==> src/rtl/nib_blit_pkg.sv <==
package nib_blit_pkg;
  localparam int WORD_W = 16;
  localparam int NIB_W  = 4;

  typedef enum logic [2:0] {ST_IDLE, ST_LINE, ST_PICK, ST_WAIT, ST_LEND} st_t;
  typedef enum logic [1:0] {AC_SRC, AC_DST, AC_TBL, AC_WR} acc_t;

  // field k of a word, field 0 in the top bits
  function automatic logic [NIB_W-1:0] nib_at(input logic [WORD_W-1:0] w, input logic [1:0] k);
    return w[(3 - int'(k)) * NIB_W +: NIB_W];
  endfunction
endpackage

==> src/rtl/nb_row_gen.sv <==
module nb_row_gen #(
  parameter int AW = 16,
  parameter int CW = 12
) (
  input  logic          clk,
  input  logic          rst,
  input  logic          load,
  input  logic          step,
  input  logic [AW-1:0] base,
  input  logic [AW-1:0] pitch,
  input  logic [CW-1:0] y,
  input  logic [CW-1:0] height,
  output logic [AW-1:0] row
);
  logic [AW-1:0] pitch_q;
  logic [CW-1:0] ybot;

  assign ybot = y + height - CW'(1);

  always_ff @(posedge clk) begin
    if (rst) begin
      row     <= '0;
      pitch_q <= '0;
    end else if (load) begin
      row     <= base + AW'(AW'(ybot) * pitch);
      pitch_q <= pitch;
    end else if (step) begin
      row <= row - pitch_q;
    end
  end
endmodule

==> src/rtl/nb_combine.sv <==
module nb_combine
  import nib_blit_pkg::*;
(
  input  logic [WORD_W-1:0] sword,
  input  logic [1:0]        sidx,
  input  logic [WORD_W-1:0] dword,
  input  logic [1:0]        didx,
  input  logic [WORD_W-1:0] tword,
  input  logic [1:0]        sel,
  output logic [7:0]        index,
  output logic [WORD_W-1:0] merged
);
  always_comb begin
    index  = {nib_at(sword, sidx), nib_at(dword, didx)};
    merged = dword;
    merged[(3 - int'(didx)) * NIB_W +: NIB_W] = nib_at(tword, sel);
  end
endmodule

==> src/rtl/nib_blit.sv <==
module nib_blit
  import nib_blit_pkg::*;
#(
  parameter int AW = 16,
  parameter int CW = 12
) (
  input  logic          clk,
  input  logic          rst,
  input  logic          start,
  input  logic [AW-9:0] tbl_page,
  input  logic [AW-1:0] src_base,
  input  logic [AW-1:0] src_pitch,
  input  logic [CW-1:0] src_x,
  input  logic [CW-1:0] src_y,
  input  logic [AW-1:0] dst_base,
  input  logic [AW-1:0] dst_pitch,
  input  logic [CW-1:0] dst_x,
  input  logic [CW-1:0] dst_y,
  input  logic [CW-1:0] width,
  input  logic [CW-1:0] height,
  input  logic [CW-1:0] resume_left,
  input  logic          stop_req,
  output logic          busy,
  output logic          done,
  output logic          stopped,
  output logic [CW-1:0] lines_left,
  output logic          mem_req,
  output logic          mem_we,
  output logic [AW-1:0] mem_addr,
  output logic [15:0]   mem_wdata,
  input  logic          mem_ready,
  input  logic [15:0]   mem_rdata
);
  st_t           st;
  acc_t          acc;
  logic [AW-9:0] tbl_q;
  logic [CW-1:0] sx_q, dx_q, w_q, res_q, cnt;
  logic          dy0_q, first, ypar;
  logic [15:0]   sreg, dreg;
  logic [AW-1:0] saddr, daddr, wr_addr, srow, drow;
  logic [1:0]    snib, dnib;
  logic          need_s, need_d, pend_wr;
  logic          load, step, part;
  logic [CW-1:0] xoff, sxs, dxs;
  logic [7:0]    tidx;
  logic [15:0]   merged;

  assign load = start && (st == ST_IDLE);
  assign step = (st == ST_LEND) && (lines_left > CW'(1)) && !stop_req;
  assign part = first && (res_q != '0);
  assign xoff = part ? (w_q - res_q) : '0;
  assign sxs  = sx_q + xoff;
  assign dxs  = dx_q + xoff;

  nb_row_gen #(.AW(AW), .CW(CW)) u_srow (
    .clk(clk), .rst(rst), .load(load), .step(step), .base(src_base),
    .pitch(src_pitch), .y(src_y), .height(height), .row(srow));

  nb_row_gen #(.AW(AW), .CW(CW)) u_drow (
    .clk(clk), .rst(rst), .load(load), .step(step), .base(dst_base),
    .pitch(dst_pitch), .y(dst_y), .height(height), .row(drow));

  nb_combine u_cmb (
    .sword(sreg), .sidx(snib), .dword(dreg), .didx(dnib),
    .tword(mem_rdata), .sel({ypar, dnib[0]}), .index(tidx), .merged(merged));

  always_ff @(posedge clk) begin
    if (rst) begin
      st <= ST_IDLE; acc <= AC_SRC;
      busy <= 1'b0; done <= 1'b0; stopped <= 1'b0; lines_left <= '0;
      mem_req <= 1'b0; mem_we <= 1'b0; mem_addr <= '0; mem_wdata <= '0;
      tbl_q <= '0; sx_q <= '0; dx_q <= '0; w_q <= '0; res_q <= '0; dy0_q <= 1'b0;
      cnt <= '0; first <= 1'b0; ypar <= 1'b0; sreg <= '0; dreg <= '0;
      saddr <= '0; daddr <= '0; wr_addr <= '0; snib <= '0; dnib <= '0;
      need_s <= 1'b0; need_d <= 1'b0; pend_wr <= 1'b0;
    end else begin
      done <= 1'b0;
      case (st)
        ST_IDLE: if (start) begin
          tbl_q <= tbl_page; sx_q <= src_x; dx_q <= dst_x;
          w_q <= width; res_q <= resume_left; dy0_q <= dst_y[0];
          stopped <= 1'b0; first <= 1'b1; lines_left <= height;
          if (height == '0) done <= 1'b1;
          else begin busy <= 1'b1; st <= ST_LINE; end
        end
        ST_LINE: begin
          cnt   <= part ? res_q : w_q;
          saddr <= srow + AW'(sxs >> 2);
          daddr <= drow + AW'(dxs >> 2);
          snib  <= sxs[1:0];
          dnib  <= dxs[1:0];
          ypar  <= dy0_q ^ ~lines_left[0];  // parity of dst_y + lines_left - 1
          need_s <= 1'b1; need_d <= 1'b1; pend_wr <= 1'b0; first <= 1'b0;
          st <= ST_PICK;
        end
        ST_PICK: begin
          st <= ST_WAIT;
          mem_req <= 1'b1;
          mem_we  <= 1'b0;
          if (pend_wr) begin
            acc <= AC_WR; mem_we <= 1'b1; mem_addr <= wr_addr; mem_wdata <= dreg;
          end else if (cnt == '0) begin
            mem_req <= 1'b0; st <= ST_LEND;
          end else if (need_s) begin
            acc <= AC_SRC; mem_addr <= saddr;
          end else if (need_d) begin
            acc <= AC_DST; mem_addr <= daddr;
          end else begin
            acc <= AC_TBL; mem_addr <= {tbl_q, tidx};
          end
        end
        ST_WAIT: if (mem_ready) begin
          mem_req <= 1'b0; mem_we <= 1'b0; st <= ST_PICK;
          case (acc)
            AC_SRC: begin sreg <= mem_rdata; need_s <= 1'b0; end
            AC_DST: begin dreg <= mem_rdata; need_d <= 1'b0; end
            AC_TBL: begin
              dreg <= merged;
              cnt  <= cnt - CW'(1);
              if (dnib == 2'd3 || cnt == CW'(1)) begin
                pend_wr <= 1'b1; wr_addr <= daddr;
              end
              dnib <= dnib + 2'd1;
              snib <= snib + 2'd1;
              if (dnib == 2'd3) begin daddr <= daddr + AW'(1); need_d <= 1'b1; end
              if (snib == 2'd3) begin saddr <= saddr + AW'(1); need_s <= 1'b1; end
            end
            default: pend_wr <= 1'b0;
          endcase
        end
        ST_LEND: begin
          lines_left <= lines_left - CW'(1);
          if (lines_left == CW'(1)) begin
            done <= 1'b1; busy <= 1'b0; st <= ST_IDLE;
          end else if (stop_req) begin
            done <= 1'b1; busy <= 1'b0; stopped <= 1'b1; st <= ST_IDLE;
          end else begin
            st <= ST_LINE;
          end
        end
        default: st <= ST_IDLE;
      endcase
    end
  end

  // request held unchanged until accepted
  a_r10_hold: assert property (@(posedge clk) disable iff (rst)
    (mem_req && !mem_ready) |=> (mem_req && $stable(mem_addr) && $stable(mem_we) && $stable(mem_wdata)));

  // no memory traffic while idle
  a_r10_idle: assert property (@(posedge clk) disable iff (rst) !busy |-> !mem_req);

  // done is a single-cycle pulse with busy low
  a_r9_done_pulse: assert property (@(posedge clk) disable iff (rst) done |=> !done);
  a_r9_done_idle: assert property (@(posedge clk) disable iff (rst) done |-> !busy);

  // table reads stay inside the table page
  a_r2_tbl_page: assert property (@(posedge clk) disable iff (rst)
    (mem_req && acc == AC_TBL) |-> (mem_addr[AW-1:8] == tbl_q));

  // a stop always leaves lines to do
  a_r8_stop_left: assert property (@(posedge clk) disable iff (rst)
    $rose(stopped) |-> (done && lines_left != '0));
endmodule

==> config.mk <==
export PLATFORM = sky130hd
export DESIGN_NAME = nib_blit
export DESIGN_NICKNAME = d
export VERILOG_FILES = /design/src/rtl/nib_blit_pkg.sv /design/src/rtl/nb_row_gen.sv /design/src/rtl/nb_combine.sv /design/src/rtl/nib_blit.sv
export SDC_FILE = /design/constraint.sdc
export NUM_CORES = 1
export LEC_CHECK = 0
export BUFFER_PORTS_ARGS = -buffer_cell sky130_fd_sc_hd__buf_2
export CORE_MARGIN = 8
export CORE_UTILIZATION = 40
export CTS_CLUSTER_DIAMETER = 60
export DETAILED_ROUTE_END_ITERATION = 10
export PLACE_DENSITY = 0.67
export SLEW_MARGIN = 20
export SYNTH_ARGS = -nofsm -noshare
export SYNTH_HDL_FRONTEND = slang
export SYNTH_SLANG_ARGS = --single-unit
==> constraint.sdc <==
create_clock -name clk -period 9.12 [get_ports clk]
set_clock_uncertainty 0.1 [all_clocks]
set_input_delay 1.824 -clock clk [delete_from_list [all_inputs] [get_ports clk]]
set_output_delay 1.824 -clock clk [all_outputs]
set_load 0.02 [all_outputs]
==> qor.txt, run 1 <==
Multi-input gate area: 0.0174 sq mm
WL/cell: 16.7 um
Delay of the slowest cell on the worst path: 0.55 ns
ANT cells: 0
Cell variety after synth: 71
Met2 GRT Util: 33.0%
Core Util, Final: 45.3%
Max VDD drop: 0.811 mV
Worst hold path type: reg -> reg
Hold_ws: 0.350 ns
Ratio of cells with drive above 1 in the final layout: 10.2%
RSZ-0062 raised after global routing: false
Initial Util: 40.6%
PortBufs: 225
Register area: 0.00553 sq mm
Total CTS buffers: 30
Synthesized instance count: 3209
Critical Path RT: 9.50 ns
WL final: 70.1 mm
Total GRT Usage: 19.2%
Setup Buffers After CTS: 0
Avg Inst Size Synth: 7.81 sq um
Synthesis-to-finish area growth: 11.6%
CP max stage cell: fa_1
Most frequent CP cell: fa_1
Core Box Area: 0.0618 sq mm
Worst Setup Path Type: in -> reg
Num Clock Sinks: 276
Min cycle time layout: 8.61 ns
Post-route antenna net violation count: 0
Final hold vios: 0
Max-cap violations: 0
Pins Over Slew Limit: 0
Antenna violations before repair: 0
Mapped cell area: 0.0251 sq mm
Power Density: 461 mW/mm^2
Nets: 3933
Clock transition at path regs: 0.06 ns
FF-to-FF Start: res_q[0]$_SDFFE_PP0P_
Number of global-route vias before repair: 21100
Commonest non-fill, non-tap cells in the layout: nand2_1 (513), inv_1 (436), a21oi_1 (314), dfxtp_1 (275), nor2_1 (241)
HP Start: mem_wdata[7]$_SDFFE_PP0P_
H-tree depth: 1
Gpl congestion: 0.906
Met3 usage: 2.09%
DR iter-0 viols: 1635
# DRC: 0
Hpwl dp: 55.1 mm
Worst-Skew Late Latency: 0.60 ns
WP data arrival: 8.99 ns
Setup crit start kind: primary input
First-pass GRT wire length: 112 mm
Setup violators final: 0
Commonest register cell after synthesis: dfxtp_1
Outcome: finished clean
Tot Pwr: 12.9 mW
Fillers: 6239
Chip Width: 266 um
Drt first pass iters: 8
R2R setup slack: 3.56 ns
Critical Path Fanout Max: 5
Most common cell after layout, fill and taps aside: nand2_1
Die H: 266 um
Root Buffer: clkbuf_16
CTS tree: yes
YS warnings: 0
Max Freq: 116 MHz
Max Buffers Root-to-Sink: 3
Slew @ Worst Pin: 1.06 ns
I/O Pins: 226
Hold depth: 2
Vias per Instance: 5.15
Die footprint: 0.0709 sq mm
Number of flops mapped to enable cells by yosys: 0
CP endpoint kind: register
Congestion Overflow GR: 0
Slew HR: 29.3%
Cells on worst reg2reg path: 25
Static leakage: 12.5 nW
Syn nets: 3794
Period utilisation layout: 94.4%
Yosys reg bits: 276
Met1 Track Usage GR: 25.7%
Post-synthesis sequential area ratio: 22.0%
Destination of the worst hold path: mem_wdata[7]$_SDFFE_PP0P_
Post-synth ARST share: 0%
Placement Rows: 91
Vias: 21700
RR Endpoint: saddr[12]$_SDFFE_PP0P_
GRT Max-Usage Layer: met2
Largest net degree at the start of global routing: 140
==> worst max-delay path: cells and delay by family <==
| family | cells | cell delay (ns) |
|---|---|---|
| xor gates and xnor gates | 2 | 0.56 |
| and+or+nand+nor | 6 | 0.98 |
| AOI/OAI and AO/OA | 8 | 1.46 |
| buffers and inverters | 5 | 0.28 |
| adders and majority gates | 9 | 3.89 |
==> report_power, final <==
part           switching (mW)  internal [mW]
sequential              0.261           1.41
clock                   0.536          0.691
combinational            5.39           4.61
total                    6.19           6.71
==> cell usage after synthesis, drive strengths merged, types with 11 or more instances <==
library cell	count	area (sq um)
nor2	241	905
mux4	12	270
o21bai	27	206
xor2	28	253
nor3	49	250
fa	193	3860
xnor2	137	1210
nand3	45	225
inv	436	1640
o21a	14	105
and3	17	106
a21oi	317	1590
o21ai	101	509
or3	13	81.3
nor4	11	68.8
ha	215	2690
a21o	30	225
and2	79	494
nand2b	42	263
a211oi	70	531
mux2i	29	290
dfxtp	276	5530
nor2b	32	200
nand2	513	1930
a22oi	27	203
clkbuf	145	547
==> final cells by class <==
| type | count | area share, % |
|---|---|---|
| clock buffers | 46 | 3.26 |
| flip-flops and latches | 276 | 19.8 |
| inverters | 436 | 5.85 |
| multi-input cells | 2343 | 62.1 |
| clock inverters | 10 | 0.313 |
| well taps | 837 | 3.74 |
| repair buffers | 261 | 5.02 |
==> how the worst max path moves through the flow <==
stage          startpoint                     endpoint  slack, ns
2_1_floorplan   height[1]  u_srow.row[15]$_SDFFE_PP0P_       0.39
3_3_place_gp    height[1]  u_srow.row[15]$_SDFFE_PP0P_       0.01
3_5_place_dp    height[1]  u_srow.row[15]$_SDFFE_PP0P_      -0.09
4_1_cts         height[1]  u_srow.row[15]$_SDFFE_PP0P_       0.51
5_1_grt         height[1]  u_srow.row[15]$_SDFFE_PP0P_       0.04
6_report        height[1]  u_srow.row[15]$_SDFFE_PP0P_       0.51
==> state kept, by name (all words and copies together) (netlist names), 2 cells and up <==
| signal | count |
|---|---|
| acc | 2 |
| cnt | 12 |
| daddr | 16 |
| dnib | 2 |
| dreg | 16 |
| dx_q | 12 |
| lines_left | 12 |
| mem_addr | 16 |
| mem_wdata | 16 |
| res_q | 12 |
| saddr | 16 |
| snib | 2 |
| sreg | 16 |
| st | 3 |
| sx_q | 12 |
| tbl_q | 8 |
| u_drow.pitch_q | 16 |
| u_drow.row | 16 |
| u_srow.pitch_q | 16 |
| u_srow.row | 16 |
| w_q | 12 |
| wr_addr | 16 |
==> timing repair <==
item                                    in CTS  in global routing
gates resized for setup                      0                  1
endpoints found under the setup margin       0                  1
hold buffers                                 0                  0
==> per-stage QoR <==
| step | instances | worst slack (ns) | TNS (ns) | cell area (sq um) |
|---|---|---|---|---|
| floorplan | 3209 | 0.390 | 0 | 25100 |
| global placement | 4153 | 0.0127 | 0 | 27000 |
| detailed placement | 4153 | -0.0934 | -0.0934 | 27000 |
| CTS | 4209 | 0.506 | 0 | 28000 |
| global route | 4209 | 0.0422 | 0 | 28000 |
| finish | 4209 | 0.509 | 0 | 28000 |
==> logic make-up (layout without fill, tap and decap cells) <==
family / after synthesis / after routing / synth area share, %
flops: 276 / 276 / 22.0
buf+inv: 590 / 753 / 8.86
compound gates: 671 / 671 / 16.3
simple gates: 1057 / 1057 / 18.5
mux: 41 / 41 / 2.24
xor+xnor: 166 / 166 / 5.91
fa+ha+maj: 408 / 408 / 26.1
==> routing by layer <==
layer | wire [um] | vias up | share of wire [%]
li1 | - | 10800 | -
met3 | 3840 | 82 | 5.5
met2 | 33300 | 565 | 48
met1 | 31400 | 10200 | 45
met4 | 1560 | 0 | 2.2
met5 | 0 | - | 0
(Power assumes the default switching activity.)
==> run 2: changes to the inputs <==
MAX_ROUTING_LAYER = met4   (was default)
==> qor.txt, run 2 (same netlist as run 1, synthesis figures left out) <==
DR iter-0 viols: 1661 (+1.6%)
Fillers: 6239 (unchanged)
Max Freq: 116 MHz (about the same)
Setup crit start kind: primary input
Hold buffer count at cts: 0 (unchanged)
Critical Path Fanout Max: 5 (unchanged)
Final hold vios: 0 (unchanged)
Commonest non-fill, non-tap cells in the layout: nand2_1 (513), inv_1 (436), a21oi_1 (314), dfxtp_1 (275), nor2_1 (241)
I/O Pins: 226 (unchanged)
Nets: 3933 (unchanged)
Num Clock Sinks: 276 (unchanged)
Psw: 6.20 mW (+0.29%)
Number of global-route vias before repair: 21100 (+0.14%)
WL/cell: 16.7 um (about the same)
Final cell count without fillers: 4209 (unchanged)
Worst hold path type: reg -> reg
Worst-Skew Late Latency: 0.60 ns (about the same)
Core Util, Final: 45.3% (unchanged)
Max-cap violations: 0 (unchanged)
WL final: 70.1 mm (about the same)
Largest net degree at the start of global routing: 140 (unchanged)
Pre-CTS WS: -0.0934 ns (unchanged)
Max Buffers Root-to-Sink: 3 (unchanged)
Hpwl dp: 55.1 mm (unchanged)
H-tree depth: 1 (unchanged)
Register area: 0.00553 sq mm (unchanged)
Sequential power share: 13.0% (about the same)
Critical Path RT: 9.50 ns (about the same)
Delay of the slowest cell on the worst path: 0.55 ns (about the same)
Cell-internal power: 6.72 mW (about the same)
Hold depth: 2 (unchanged)
First-pass GRT wire length: 112 mm (about the same)
Most common cell after layout, fill and taps aside: nand2_1
Clock transition at path regs: 0.06 ns (about the same)
Synthesis-to-finish area growth: 11.6% (unchanged)
Pins Over Slew Limit: 0 (unchanged)
Static leakage: 12.5 nW (unchanged)
PortBufs: 225 (unchanged)
Die H: 266 um (unchanged)
Total CTS buffers: 30 (unchanged)
Hold_ws: 0.350 ns (-0.0000250 ns)
WP data arrival: 8.99 ns (about the same)
Root Buffer: clkbuf_16
ANT cells: 0 (unchanged)
Setup violators final: 0 (unchanged)
Congestion Overflow GR: 0 (unchanged)
Combinational Power Share: 77.6% (about the same)
Placed cell count: 4153 (unchanged)
RSZ-0062 raised after global routing: false
CP max stage cell: fa_1
Total GRT Usage: 19.8% (+0.55 points)
Placement Rows: 91 (unchanged)
Min cycle time layout: 8.61 ns (+0.00200 ns)
Power Density: 462 mW/mm^2 (+0.17%)
Core Box Area: 0.0618 sq mm (unchanged)
PnR worst setup slack: 0.507 ns (-0.00200 ns)
Most frequent CP cell: fa_1
Vias: 21700 (-0.046%)
CTS tree: yes
Clock power share: 9.5% (about the same)
Antenna violations before repair: 0 (unchanged)
Multi-input gate area: 0.0174 sq mm (unchanged)
Drt first pass iters: 8 (unchanged)
Post-route antenna net violation count: 0 (unchanged)
Sw Ratio: 48.0% (+0.060 points)
Slew @ Worst Pin: 1.04 ns (-0.0142 ns)
Initial Util: 40.6% (unchanged)
Max VDD drop: 0.813 mV (+0.36%)
CP endpoint kind: register
Die footprint: 0.0709 sq mm (unchanged)
# DRC: 0 (unchanged)
Gpl congestion: 0.921 (+1.7%)
Period utilisation layout: 94.4% (about the same)
Slew HR: 30.2% (+0.95 points)
Ratio of cells with drive above 1 in the final layout: 10.2% (unchanged)
Chip Width: 266 um (unchanged)
Vias per Instance: 5.15 (about the same)
Outcome: finished clean
Cells on worst reg2reg path: 22 (-12%)
Worst Setup Path Type: in -> reg
run 2: cell counts in the layout (fill, tap and decap cells not counted):
No cell type changed its count.
run 2: metrics by stage:
| stage | cell area [sq um] | TNS, ns | power [mW] |
|---|---|---|---|
| finish | 28000 | 0 | 12.9 |
| global route | 28000 | 0 | 14.4 |
| CTS | 28000 | 0 | 13.0 |
| detailed placement | 27000 | -0.0934 | 11.7 |
| global placement | 27000 | 0 | 11.5 |
| floorplan | 25100 | 0 | 9.60 |
run 2: routing by layer:
metal | track usage (%) | up-vias | part of all wire [%]
met5 | - | - | 0
met4 | 4.52 | 0 | 2.2
met3 | 2.04 | 85 | 5.2
met2 | 33.1 | 558 | 48
met1 | 25.7 | 10300 | 45
li1 | - | 10800 | -
run 2: area by class of cell:
type                    instances  area share [%]
flip-flops and latches        276            19.8
clock buffers                  46            3.26
inverters                     436            5.85
repair buffers                261            5.02
well taps                     837            3.74
clock inverters                10           0.313
multi-input cells            2343            62.1
run 2: path summary, 6_finish.rpt:
path / startpoint / endpoint / slack, ns
max: height[1] / u_srow.row[15]$_SDFFE_PP0P_ / 0.51
min: mem_wdata[7]$_SDFFE_PP0P_ / mem_wdata[7]$_SDFFE_PP0P_ / 0.35
max reg2reg: res_q[2]$_SDFFE_PP0P_ / saddr[12]$_SDFFE_PP0P_ / 3.57
min reg2reg: mem_wdata[7]$_SDFFE_PP0P_ / mem_wdata[7]$_SDFFE_PP0P_ / 0.35
run 2: power by group through the flow:
stage | Sequential, mW | Clock [mW] | Combinational [mW]
floorplan | 1.60 | 0 | 8.00
finish | 1.67 | 1.23 | 10.0
detailed placement | 1.69 | 0 | 10.0
global placement | 1.69 | 0 | 9.79
global route | 1.70 | 1.30 | 11.4
CTS | 1.67 | 1.25 | 10.1
run 2: critical path: cells and delay by family:
kind,cells,cell delay [ns]
compound gates,8,1.46
xor+xnor,2,0.56
fa+ha+maj,9,3.89
buf+inv,5,0.28
simple gates,6,0.98
run 2: what timing repair did:
| action | in CTS | in global routing |
|---|---|---|
| gates resized for setup | 0 | 1 |
| buffers inserted | 0 | 0 |
| endpoints found under the setup margin | 0 | 1 |
